File: config.mk
export PLATFORM = sky130hd
export DESIGN_NAME = lpclk_ctrl
export DESIGN_NICKNAME = d
export VERILOG_FILES = /design/src/rtl/lpclk_pkg.sv /design/src/rtl/lpclk_regs.sv /design/src/rtl/lpclk_seq.sv /design/src/rtl/lpclk_gate.sv /design/src/rtl/lpclk_ctrl.sv
export SDC_FILE = /design/constraint.sdc
export NUM_CORES = 1
export LEC_CHECK = 0
export ABC_AREA = 1
export CORE_ASPECT_RATIO = 1.5
export CORE_UTILIZATION = 33
export CTS_CLUSTER_DIAMETER = 120
export DETAILED_ROUTE_END_ITERATION = 6
export PLACE_DENSITY = 0.92
export SLEW_MARGIN = 15
export SYNTH_ARGS = -nofsm -noshare
export SYNTH_HDL_FRONTEND = slang
export SYNTH_SLANG_ARGS = --single-unit
File: constraint.sdc
create_clock -name clk -period 2.6 [get_ports clk]
set_input_delay 0.26 -clock clk [delete_from_list [all_inputs] [get_ports clk]]
set_output_delay 0.26 -clock clk [all_outputs]
set_load 0.005 [all_outputs]
File: src/rtl/lpclk_pkg.sv
package lpclk_pkg;

    typedef enum logic [2:0] {
        ST_RUN,
        ST_SLEEP,
        ST_STOP,
        ST_STANDBY,
        ST_RESUME
    } lp_state_e;

    typedef enum logic [1:0] {
        MODE_RUN     = 2'b00,
        MODE_SLEEP   = 2'b01,
        MODE_STOP    = 2'b10,
        MODE_STANDBY = 2'b11
    } lp_mode_e;

    typedef struct packed {
        logic standby_dbg;
        logic stop_dbg;
        logic sleep_dbg;
    } dbg_cfg_t;

    typedef struct packed {
        logic fclk_en;
        logic hclk_en;
        logic src_rc;
        logic rst_req;
    } clk_ctl_t;

    localparam int CFG_W = $bits(dbg_cfg_t);

endpackage

File: src/rtl/lpclk_regs.sv
module lpclk_regs
    import lpclk_pkg::*;
#(
    parameter int DATA_W = 32,
    parameter int BE_W   = DATA_W / 8
) (
    input  logic              clk,
    input  logic              por_n,
    input  logic              wr,
    input  logic              addr,
    input  logic [BE_W-1:0]   be,
    input  logic [DATA_W-1:0] wdata,
    input  logic              resume_set,
    output dbg_cfg_t          cfg_q,
    output dbg_cfg_t          cfg_nxt,
    output logic              resume_flag,
    output logic [DATA_W-1:0] rdata
);

    localparam logic [BE_W-1:0] BE_FULL = {BE_W{1'b1}};

    logic full_wr;
    logic flag_d;

    assign full_wr = wr && (be == BE_FULL);

    // Debug word: full-word writes only, no system-reset term
    always_comb begin
        cfg_nxt = cfg_q;
        if (full_wr && !addr) begin
            cfg_nxt = dbg_cfg_t'(wdata[CFG_W-1:0]);
        end
    end

    always_ff @(posedge clk or negedge por_n) begin
        if (!por_n) begin
            cfg_q <= '0;
        end else begin
            cfg_q <= cfg_nxt;
        end
    end

    // Sticky resume flag: a set from the sequencer beats a clear from software
    always_comb begin
        flag_d = resume_flag;
        if (full_wr && addr && wdata[0]) begin
            flag_d = 1'b0;
        end
        if (resume_set) begin
            flag_d = 1'b1;
        end
    end

    always_ff @(posedge clk or negedge por_n) begin
        if (!por_n) begin
            resume_flag <= 1'b0;
        end else begin
            resume_flag <= flag_d;
        end
    end

    always_comb begin
        rdata = '0;
        if (addr) begin
            rdata[0] = resume_flag;
        end else begin
            rdata[CFG_W-1:0] = cfg_q;
        end
    end

endmodule

File: src/rtl/lpclk_seq.sv
module lpclk_seq
    import lpclk_pkg::*;
(
    input  logic       clk,
    input  logic       por_n,
    input  logic       sys_rst_n,
    input  logic [1:0] mode_req,
    input  logic       wake,
    input  logic       sysclk_go,
    output lp_state_e  state_q,
    output lp_state_e  state_d,
    output logic       src_rc_d,
    output logic       resume_set
);

    logic src_rc_q;

    // Next-state logic
    always_comb begin
        state_d = state_q;
        unique case (state_q)
            ST_RUN: begin
                unique case (lp_mode_e'(mode_req))
                    MODE_SLEEP:   state_d = ST_SLEEP;
                    MODE_STOP:    state_d = ST_STOP;
                    MODE_STANDBY: state_d = ST_STANDBY;
                    default:      state_d = ST_RUN;
                endcase
            end
            ST_SLEEP,
            ST_STOP: begin
                if (wake) begin
                    state_d = ST_RUN;
                end
            end
            ST_STANDBY: begin
                if (wake) begin
                    state_d = ST_RESUME;
                end
            end
            ST_RESUME: state_d = ST_RUN;
            default:   state_d = ST_RUN;
        endcase
        if (!sys_rst_n) begin
            state_d = ST_RUN;
        end
    end

    // Software source selection; stop exit and standby resume revert to RC
    always_comb begin
        src_rc_d = src_rc_q;
        if (state_q == ST_RUN && state_d == ST_RUN && sysclk_go) begin
            src_rc_d = 1'b0;
        end
        if (state_q == ST_STOP && state_d == ST_RUN) begin
            src_rc_d = 1'b1;
        end
        if (state_d == ST_RESUME) begin
            src_rc_d = 1'b1;
        end
        if (!sys_rst_n) begin
            src_rc_d = 1'b1;
        end
    end

    assign resume_set = (state_q == ST_STANDBY) && (state_d == ST_RESUME);

    // State register
    always_ff @(posedge clk or negedge por_n) begin
        if (!por_n) begin
            state_q  <= ST_RUN;
            src_rc_q <= 1'b1;
        end else begin
            state_q  <= state_d;
            src_rc_q <= src_rc_d;
        end
    end

endmodule

File: src/rtl/lpclk_gate.sv
module lpclk_gate
    import lpclk_pkg::*;
(
    input  logic      clk,
    input  logic      por_n,
    input  lp_state_e state_d,
    input  dbg_cfg_t  cfg_nxt,
    input  logic      src_rc_d,
    output clk_ctl_t  ctl_q
);

    clk_ctl_t ctl_d;

    // Output decode from the next state, so the enables settle on the edge
    always_comb begin
        ctl_d.fclk_en = 1'b1;
        ctl_d.hclk_en = 1'b1;
        ctl_d.src_rc  = src_rc_d;
        ctl_d.rst_req = 1'b0;
        unique case (state_d)
            ST_RUN: begin
            end
            ST_SLEEP: begin
                ctl_d.hclk_en = cfg_nxt.sleep_dbg;
            end
            ST_STOP: begin
                ctl_d.fclk_en = cfg_nxt.stop_dbg;
                ctl_d.hclk_en = cfg_nxt.stop_dbg;
                ctl_d.src_rc  = 1'b1;
            end
            ST_STANDBY: begin
                ctl_d.fclk_en = cfg_nxt.standby_dbg;
                ctl_d.hclk_en = cfg_nxt.standby_dbg;
                ctl_d.src_rc  = 1'b1;
                ctl_d.rst_req = cfg_nxt.standby_dbg;
            end
            ST_RESUME: begin
                ctl_d.src_rc  = 1'b1;
                ctl_d.rst_req = 1'b1;
            end
            default: begin
            end
        endcase
    end

    always_ff @(posedge clk or negedge por_n) begin
        if (!por_n) begin
            ctl_q <= '{fclk_en: 1'b1, hclk_en: 1'b1, src_rc: 1'b1, rst_req: 1'b0};
        end else begin
            ctl_q <= ctl_d;
        end
    end

endmodule

File: src/rtl/lpclk_ctrl.sv
module lpclk_ctrl
    import lpclk_pkg::*;
#(
    parameter int DATA_W = 32,
    parameter int BE_W   = DATA_W / 8
) (
    input  logic              clk,
    input  logic              por_n,
    input  logic              sys_rst_n,
    input  logic [1:0]        mode_req,
    input  logic              wake,
    input  logic              sysclk_go,
    input  logic              reg_wr,
    input  logic              reg_addr,
    input  logic [BE_W-1:0]   reg_be,
    input  logic [DATA_W-1:0] reg_wdata,
    output logic [DATA_W-1:0] reg_rdata,
    output logic              fclk_en,
    output logic              hclk_en,
    output logic              clk_src_rc,
    output logic              sys_rst_req
);

    lp_state_e seq_state;
    lp_state_e seq_state_d;
    dbg_cfg_t  cfg_bits;
    dbg_cfg_t  cfg_nxt;
    logic      resume_flag;
    logic      resume_set;
    logic      src_rc_d;
    clk_ctl_t  ctl;

    lpclk_regs #(
        .DATA_W (DATA_W),
        .BE_W   (BE_W)
    ) u_regs (
        .clk         (clk),
        .por_n       (por_n),
        .wr          (reg_wr),
        .addr        (reg_addr),
        .be          (reg_be),
        .wdata       (reg_wdata),
        .resume_set  (resume_set),
        .cfg_q       (cfg_bits),
        .cfg_nxt     (cfg_nxt),
        .resume_flag (resume_flag),
        .rdata       (reg_rdata)
    );

    lpclk_seq u_seq (
        .clk        (clk),
        .por_n      (por_n),
        .sys_rst_n  (sys_rst_n),
        .mode_req   (mode_req),
        .wake       (wake),
        .sysclk_go  (sysclk_go),
        .state_q    (seq_state),
        .state_d    (seq_state_d),
        .src_rc_d   (src_rc_d),
        .resume_set (resume_set)
    );

    lpclk_gate u_gate (
        .clk      (clk),
        .por_n    (por_n),
        .state_d  (seq_state_d),
        .cfg_nxt  (cfg_nxt),
        .src_rc_d (src_rc_d),
        .ctl_q    (ctl)
    );

    assign fclk_en     = ctl.fclk_en;
    assign hclk_en     = ctl.hclk_en;
    assign clk_src_rc  = ctl.src_rc;
    assign sys_rst_req = ctl.rst_req;

endmodule

==> results.json, run 1 <==
{
  "status": "complete, but fails checks",
  "slew_viol_final": 0,
  "wl_per_cell_um": 8.705,
  "drc": 7,
  "drt_iter0_drc": 23,
  "timing.fmax_ghz": 0.5437,
  "grt_max_degree": 13,
  "ios": 81,
  "setup.worst_path.start_class": "input pin",
  "grt_antenna_before_repair": 0,
  "grtUsageTotal_pct": 11.12,
  "seq_area_um2": 305.3,
  "finalPower_mw": 0.5077,
  "synthToLayoutAreaGrowth_pct": 19.94,
  "n_fill_cell": 256,
  "path_clk_slew_ns": 0.07,
  "clk_latency_ns": 0.27,
  "postCtsSetupRepairBufs": 0,
  "wl_um": 1445,
  "syn_avg_cell_area_um2": 7.454,
  "power_density_mw_per_mm2": 485.4,
  "max_slew_margin_pct": 65.97,
  "period_share_pct": 70.74,
  "rsz0062_at_grt": "false",
  "syn-cell-area_um2": 872.1,
  "cts_tree": "yes",
  "p_leak_nw": 0.5598,
  "cts_made_buffers": 3,
  "cts-htree-levels": 1,
  "fin_area_mm2": 0.001046,
  "gp_congestion": 0.8317,
  "core.rowCount": 22,
  "start_util_pct": 35.20,
  "root_buffer": "clkbuf_4",
  "final_hold_viol_count": 0,
  "worst-r2r-setup-slack_ns": 1.35,
  "hp-class": "in2async",
  "cp.arrival_ns": 1.58,
  "ant_nets": 0,
  "r2r_start": "u_seq.state_q[1]$_DFF_PN0_",
  "cts-hold-fix-buffers": 0,
  "synth_largest_area_cell": "buf_4",
  "finalNonFillerCells": 166,
  "met3_length_um": 182,
  "yosys_warnings": 0,
  "core_area_mm2": 0.002477,
  "synth_seq_cells": 12,
  "synth_cell_types": 18,
  "required_ns": 2.34,
  "grt_pass1_vias": 620,
  "overflow": 0,
  "io_buffers": 22,
  "hpwl_um": 1173,
  "met2RoutedLength_um": 694,
  "setup_viol": 0,
  "worstSetupPathType": "in2out",
  "final_cell_mix": "conb_1, nand2_1, clkdlybuf4s50_1, inv_1, nor2_1",
  "topRoutingLayerUsed": "met4",
  "grt_pass1_wl_um": 2380,
  "placed_cells": 162,
  "fin_setup_tns_ns": 0,
  "wl_met1_um": 543,
  "fin_skew_ns": 0.001063,
  "violations": "design-rule violations",
  "drive_above_1_share_pct": 12.68,
  "vdd_ir_drop_max_mv": 0.1901,
  "reg2regPathDepth": 7,
  "tightestPinTransition_ns": 0.5089,
  "post-route-min-period_ns": 1.839,
  "r2r_end": "u_gate.ctl_q[2]$_DFF_PN1_",
  "multiInputGateArea_um2": 401.6,
  "vias": 704,
  "n_antenna_cell": 0,
  "synth_top_area_share_pct": 24.96,
  "endpoint_kind": "primary output",
  "firstDrtPassIters": 7,
  "cap_violations": 0,
  "yosys-top-cells-area": "buf_4, dfrtp_1, dfstp_2",
  "clock_path_buffers": 2,
  "layout.nets": 188,
  "clock_sinks": 12,
  "layout_commonest_cell": "conb_1",
  "die_x_um": 43.98,
  "cp_max_fo": 5,
  "die_y_um": 64.96,
  "synthCells": 117,
  "drt-vias-per-instance": 4.241,
  "ys_seq_area_share_pct": 35.01,
  "post_dp_cell_area_mm2": 0.001010,
  "die_area_mm2": 0.002857,
  "ctsResizeCount": 0
}
[per-stage QoR]
step                setup WS [ns]  util, %  hold WS [ns]
floorplan                   1.490        -      -0.03559
global placement           0.7829    40.76        0.4562
detailed placement         0.7629    40.76        0.4678
CTS                        0.7563    42.22        0.3345
global route               0.6771    42.22        0.3656
finish                     0.7607    42.22        0.3268
[worst max-delay path by stage]
| stage | start | end | depth (start not counted) |
|---|---|---|---|
| 2_1_floorplan | u_seq.state_q[1]$_DFF_PN0_ | u_gate.ctl_q[1]$_DFF_PN1_ | 8 |
| 3_3_place_gp | reg_addr | reg_rdata[0] | 4 |
| 3_5_place_dp | reg_addr | reg_rdata[0] | 4 |
| 4_1_cts | reg_addr | reg_rdata[0] | 4 |
| 5_1_grt | reg_addr | reg_rdata[0] | 4 |
| 6_report | reg_addr | reg_rdata[0] | 4 |
[cell usage after synthesis]
master / number
nand2_2: 1
nand3_1: 8
inv_1: 13
nor2_4: 1
dfrtp_1: 8
buf_4: 29
nand4_1: 4
a21oi_1: 1
nand3_2: 1
nor2_2: 4
dfstp_2: 4
conb_1: 1
nor2_1: 11
o21ai_2: 2
inv_2: 1
nor4_1: 1
o21ai_0: 3
nand2_1: 24
[critical path, cell delays in order]
cell and delay [ns]:
clkdlybuf4s50_1 0.53, inv_1 0.10, o21ai_0 0.17, clkdlybuf4s50_1 0.52
[flip-flops by register name, summed over array words and instances (netlist names)]
name                count
u_gate.ctl_q            4
u_regs.cfg_q            3
u_seq.state_q           3
u_regs.resume_flag      1
u_seq.src_rc_q          1
[report_power, final]
| group | internal [mW] | switching (mW) |
|---|---|---|
| Sequential | 0.215 | 0.0120 |
| Combinational | 0.0669 | 0.0698 |
| Clock | 0.0851 | 0.0592 |
| Total | 0.367 | 0.141 |
[area by class of cell]
| class | instances | share of cell area, % |
|---|---|---|
| inverter | 14 | 5.024 |
| timing repair buffer | 22 | 21.05 |
| clock buffer | 4 | 3.469 |
| multi-input combinational | 90 | 38.40 |
| tap | 24 | 2.871 |
| sequential | 12 | 29.19 |
[layer usage]
layer	vias up	global-route usage [%]
met2	47	19.40
li1	354	-
met4	0	7.576
met1	300	11.44
met5	-	0
met3	3	2.228
[kinds of logic (layout without fill, tap and decap cells)]
group	count (synthesis)	after routing	synth area share, %
buffers and inverters	43	40	30.99
flip-flops	12	12	35.01
other	1	29	0.4300
AO/OA/AOI/OAI	6	6	4.303
AND/OR/NAND/NOR	55	55	29.27
Power figures use the tool's default switching activity.
==> inputs of run 2 (changes only) <==
Settings changed: CORE_UTILIZATION 33 to 30, PLACE_DENSITY 0.92 to 0.85.
Clock period 2.6 ns to 1.9 ns, I/O delays scaled along.
==> run 2 against run 1 <==
The run now ends clean. Sequential cell count is the same. Routed wire length grew 1.9%. Design area grew 3.3%. Sequential share of layout area shrank 0.95 points. Global-route usage shrank 0.45 points. Critical path type unchanged.
==> results.json, run 2 (synthesized netlist as in run 1, its figures left out) <==
{
  "status": "finished clean",
  "cp.arrival_ns": 1.50,
  "wl_um": 1472,
  "clock_path_buffers": 2,
  "ctsResizeCount": 0,
  "root_buffer": "clkbuf_8",
  "hp-class": "in2async",
  "firstDrtPassIters": 4,
  "p_leak_nw": 0.5675,
  "ant_nets": 0,
  "clock_sinks": 12,
  "wl_per_cell_um": 8.223,
  "finalPower_mw": 0.7715,
  "layout_commonest_cell": "conb_1",
  "timing.fmax_ghz": 0.5909,
  "ios": 81,
  "grt_pass1_wl_um": 2359,
  "n_antenna_cell": 0,
  "n_fill_cell": 291,
  "cts-hold-fix-buffers": 0,
  "setup_viol": 0,
  "drc": 0,
  "post-route-min-period_ns": 1.692,
  "period_share_pct": 89.06,
  "gp_congestion": 0.7791,
  "vdd_ir_drop_max_mv": 0.2750,
  "final_hold_viol_count": 0,
  "start_util_pct": 32.24,
  "endpoint_kind": "primary output",
  "drt_iter0_drc": 10,
  "clk_latency_ns": 0.24,
  "drive_above_1_share_pct": 12.68,
  "top_register": "u_gate.ctl_q",
  "setup.worst_path.start_class": "input pin",
  "io_buffers": 22,
  "core.rowCount": 23,
  "fin_skew_ns": 0.002563,
  "die_y_um": 68.04,
  "cts-htree-levels": 1,
  "grt_pass1_vias": 622,
  "fin_setup_tns_ns": 0,
  "cap_violations": 0,
  "overflow": 0,
  "final_cell_mix": "conb_1, nand2_1, clkdlybuf4s50_1, inv_1, nor2_1",
  "die_area_mm2": 0.003131,
  "largest_reg_flops": 4,
  "grt_antenna_before_repair": 0,
  "synthToLayoutAreaGrowth_pct": 23.96,
  "tightestPinTransition_ns": 0.5028,
  "layout.nets": 188,
  "core_area_mm2": 0.002705,
  "die_x_um": 46.02,
  "cp_max_fo": 5,
  "power_density_mw_per_mm2": 713.7,
  "grtUsageTotal_pct": 10.66,
  "rsz0062_at_grt": "false",
  "cts_tree": "yes",
  "required_ns": 1.71,
  "postCtsSetupRepairBufs": 0,
  "drt-vias-per-instance": 3.916,
  "cts_made_buffers": 3,
  "worstSetupPathType": "in2out",
  "hpwl_um": 1240,
  "path_clk_slew_ns": 0.05,
  "grt_max_degree": 13,
  "max_slew_margin_pct": 66.38,
  "reg.largest.list": "u_gate.ctl_q x4, u_regs.cfg_q x3, u_seq.state_q x3",
  "slew_viol_final": 0,
  "vias": 701
}
## run 2: metal layers
metal  global-route usage (%)  vias up  part of all wire (%)
li1                         -      354                     -
met1                    8.929      296                    36
met2                    20.25       48                    51
met3                    2.375        3                    11
met4                    8.088        0                   1.6
met5                        0        -                     0
## run 2: critical path, cell delays in order
cell,delay (ns)
clkdlybuf4s50_1,0.51
inv_1,0.10
o21ai_0,0.18
clkdlybuf4s50_1,0.52
## run 2: area by class of cell
type / instances / area [um2] / area share (%)
repair buffers: 22 / 220.2 / 20.37
clock buffers: 4 / 55.05 / 5.093
well taps: 37 / 46.29 / 4.282
inverters: 14 / 52.55 / 4.861
multi-input cells: 90 / 401.6 / 37.15
flip-flops and latches: 12 / 305.3 / 28.24
## run 2: path summary, 6_finish.rpt
| path | slack (ns) | endpoint | startpoint | cells after the start |
|---|---|---|---|---|
| worst min register to register | 0.47 | u_seq.src_rc_q$_DFF_PN1_ | u_seq.src_rc_q$_DFF_PN1_ | 2 |
| max in group asynchronous | 1.25 | u_seq.src_rc_q$_DFF_PN1_ | por_n | 1 |
| worst max register to register | 0.64 | u_gate.ctl_q[2]$_DFF_PN1_ | u_seq.state_q[1]$_DFF_PN0_ | 7 |
| worst min-delay path | 0.29 | u_regs.cfg_q[0]$_DFF_PN0_ | por_n | 1 |
| worst max-delay path | 0.21 | reg_rdata[0] | reg_addr | 4 |
| min in group clk | 0.47 | u_seq.src_rc_q$_DFF_PN1_ | u_seq.src_rc_q$_DFF_PN1_ | 2 |
## run 2: per-stage QoR
stage,hold WS (ns),std cells,area (um2),setup slack [ns],utilization (%)
after global placement,0.4560,175,1026,0.2221,37.93
after floorplan,-0.1056,145,977.2,0.7900,-
after CTS,0.3031,179,1081,0.2145,39.96
after detailed placement,0.4720,175,1026,0.2142,37.93
after global routing,0.3387,179,1081,0.1487,39.96
final,0.2868,179,1081,0.2078,39.96
## run 2: report_power, final
part	switching [mW]	total [mW]	leakage (nW)	internal [mW]
Combinational	0.0955	0.187	0.393	0.0915
Clock	0.0910	0.274	0.0288	0.183
Sequential	0.0161	0.311	0.145	0.295
==> inputs of run 3 (changes only) <==
Settings changed: CORE_ASPECT_RATIO 1.5 to 1.75, TNS_END_PERCENT set to 100.
==> run 3 against run 2 <==
Total power is 0.47% lower. Routed wire length is 1.2% lower. Worst hold slack worse by 0.0066 ns. Highest routed layer unchanged. Register-to-register slack worse by 0.02 ns. Core utilization is 0.70 points lower. Largest cell class unchanged. Sequential cell count stayed put. Final cell count is 5.6% lower. Clock power is 1% lower. Design area is 1.2% lower.
==> results.json, run 3 (synthesized netlist as in run 1, its figures left out) <==
{
  "drt_iter0_drc": 8,
  "p_leak_nw": 0.5675,
  "status": "finished clean",
  "grtUsageTotal_pct": 10.44,
  "cap_violations": 0,
  "drc": 0,
  "ios": 81,
  "io_buffers": 22,
  "path_cells": "clkdlybuf4s50_1 -> inv_1 -> o21ai_0 -> clkdlybuf4s50_1",
  "slew_viol_final": 0,
  "sequentialPowerShare_pct": 40.5,
  "p_sw_share_pct": 25.93,
  "top_register": "u_gate.ctl_q",
  "setup.worst_path.start_class": "input pin",
  "cts-hold-fix-buffers": 0,
  "largest_reg_flops": 4,
  "final_cell_mix": "conb_1, nand2_1, clkdlybuf4s50_1, inv_1, nor2_1",
  "cts-htree-levels": 1,
  "endpoint_kind": "primary output",
  "root_buffer": "clkbuf_8",
  "firstDrtPassIters": 4,
  "fin_setup_tns_ns": 0,
  "power_density_mw_per_mm2": 718.6,
  "slowest_delay_ns": 0.52,
  "internal-power_mw": 0.5688,
  "cts_tree": "yes",
  "clock_path_buffers": 2,
  "overflow": 0,
  "wl_um": 1455,
  "core_area_mm2": 0.002721,
  "rsz0062_at_grt": "false",
  "hp-class": "in2async",
  "reg.largest.list": "u_gate.ctl_q x4, u_regs.cfg_q x3, u_seq.state_q x3",
  "postCtsSetupRepairBufs": 0,
  "hpwl_um": 1188,
  "n_antenna_cell": 0,
  "fin_skew_ns": 0.0009595,
  "clk_latency_ns": 0.24,
  "critPathMostFrequentCell": "clkdlybuf4s50_1",
  "grt_pass1_wl_um": 2490,
  "ant_nets": 0,
  "vias": 717,
  "required_ns": 1.71,
  "cts_made_buffers": 3,
  "gp_congestion": 0.8181,
  "synthToLayoutAreaGrowth_pct": 22.52,
  "grt_antenna_before_repair": 0,
  "period_share_pct": 88.45,
  "final_hold_viol_count": 0,
  "setup_viol": 0,
  "combPwrFrac_pct": 24.3,
  "timing.fmax_ghz": 0.5950,
  "finalPower_mw": 0.7679,
  "die_area_mm2": 0.003135,
  "ctsResizeCount": 0,
  "cp_max_fo": 5,
  "layout.nets": 188,
  "worst-r2r-setup-slack_ns": 0.62,
  "vdd_ir_drop_max_mv": 0.2064,
  "clkPwrFrac_pct": 35.2,
  "drt-vias-per-instance": 4.243,
  "core.rowCount": 25,
  "clock_sinks": 12,
  "wl_per_cell_um": 8.609,
  "p_sw_mw": 0.1991,
  "path_clk_slew_ns": 0.05,
  "layout_commonest_cell": "conb_1",
  "start_util_pct": 32.05,
  "grt_max_degree": 13,
  "cp.arrival_ns": 1.49,
  "die_x_um": 42.76,
  "drive_above_1_share_pct": 12.68,
  "post-route-min-period_ns": 1.681,
  "grt_pass1_vias": 685,
  "worstSetupPathType": "in2out",
  "post-route-util_pct": 39.26,
  "die_y_um": 73.33,
  "slowest_stage": "clkdlybuf4s50_1"
}
==> run 3: cell counts in the layout (fill, tap and decap cells not counted) <==
Identical to the previous run, type by type.
==> run 3: path summary, 6_finish.rpt <==
kind | startpoint | end | cells after the start
worst max-delay path | reg_addr | reg_rdata[0] | 4
worst min-delay path | por_n | u_regs.resume_flag$_DFFE_PN0P_ | 1
worst max register to register | u_seq.state_q[1]$_DFF_PN0_ | u_gate.ctl_q[1]$_DFF_PN1_ | 8
worst min register to register | u_seq.src_rc_q$_DFF_PN1_ | u_seq.src_rc_q$_DFF_PN1_ | 2
max in group asynchronous | por_n | u_seq.src_rc_q$_DFF_PN1_ | 1
min in group clk | u_seq.src_rc_q$_DFF_PN1_ | u_seq.src_rc_q$_DFF_PN1_ | 2
==> run 3: routing by layer <==
metal  vias up  track usage [%]  part of all wire, %  wire [um]
li1        352                -                    -          -
met1       309            9.259                   35        510
met2        51            18.86                   50        730
met3         5            2.703                   12        172
met4         0            8.681                  2.8         41
met5         -                0                    0          0
==> run 3: layout make-up <==
class                   count  area (um2)
fillers                   283        1653
multi-input cells          90       401.6
flip-flops and latches     12       305.3
repair buffers             22       220.2
clock buffers               4       55.05
inverters                  14       52.55
well taps                  27       33.78
==> run 3: through the flow <==
stage / worst slack [ns] / hold slack (ns) / cell area, um2 / instances
floorplan: 0.7900 / -0.1056 / 977.2 / 145
global placement: 0.2167 / 0.4555 / 1013 / 165
detailed placement: 0.2275 / 0.4656 / 1013 / 165
CTS: 0.2226 / 0.2998 / 1069 / 169
global route: 0.1239 / 0.3202 / 1069 / 169
finish: 0.2194 / 0.2802 / 1069 / 169
==> run 3: critical path: cells and delay by family <==
| family | cells | cell delay [ns] |
|---|---|---|
| AOI/OAI and AO/OA | 1 | 0.16 |
| buffers and inverters | 3 | 1.14 |
==> run 3: power by group through the flow <==
stage,clock (mW),sequential [mW],combinational [mW]
floorplan,0,0.312,0.143
global placement,0,0.313,0.184
detailed placement,0,0.314,0.187
CTS,0.277,0.311,0.188
global route,0.289,0.314,0.215
finish,0.270,0.311,0.187
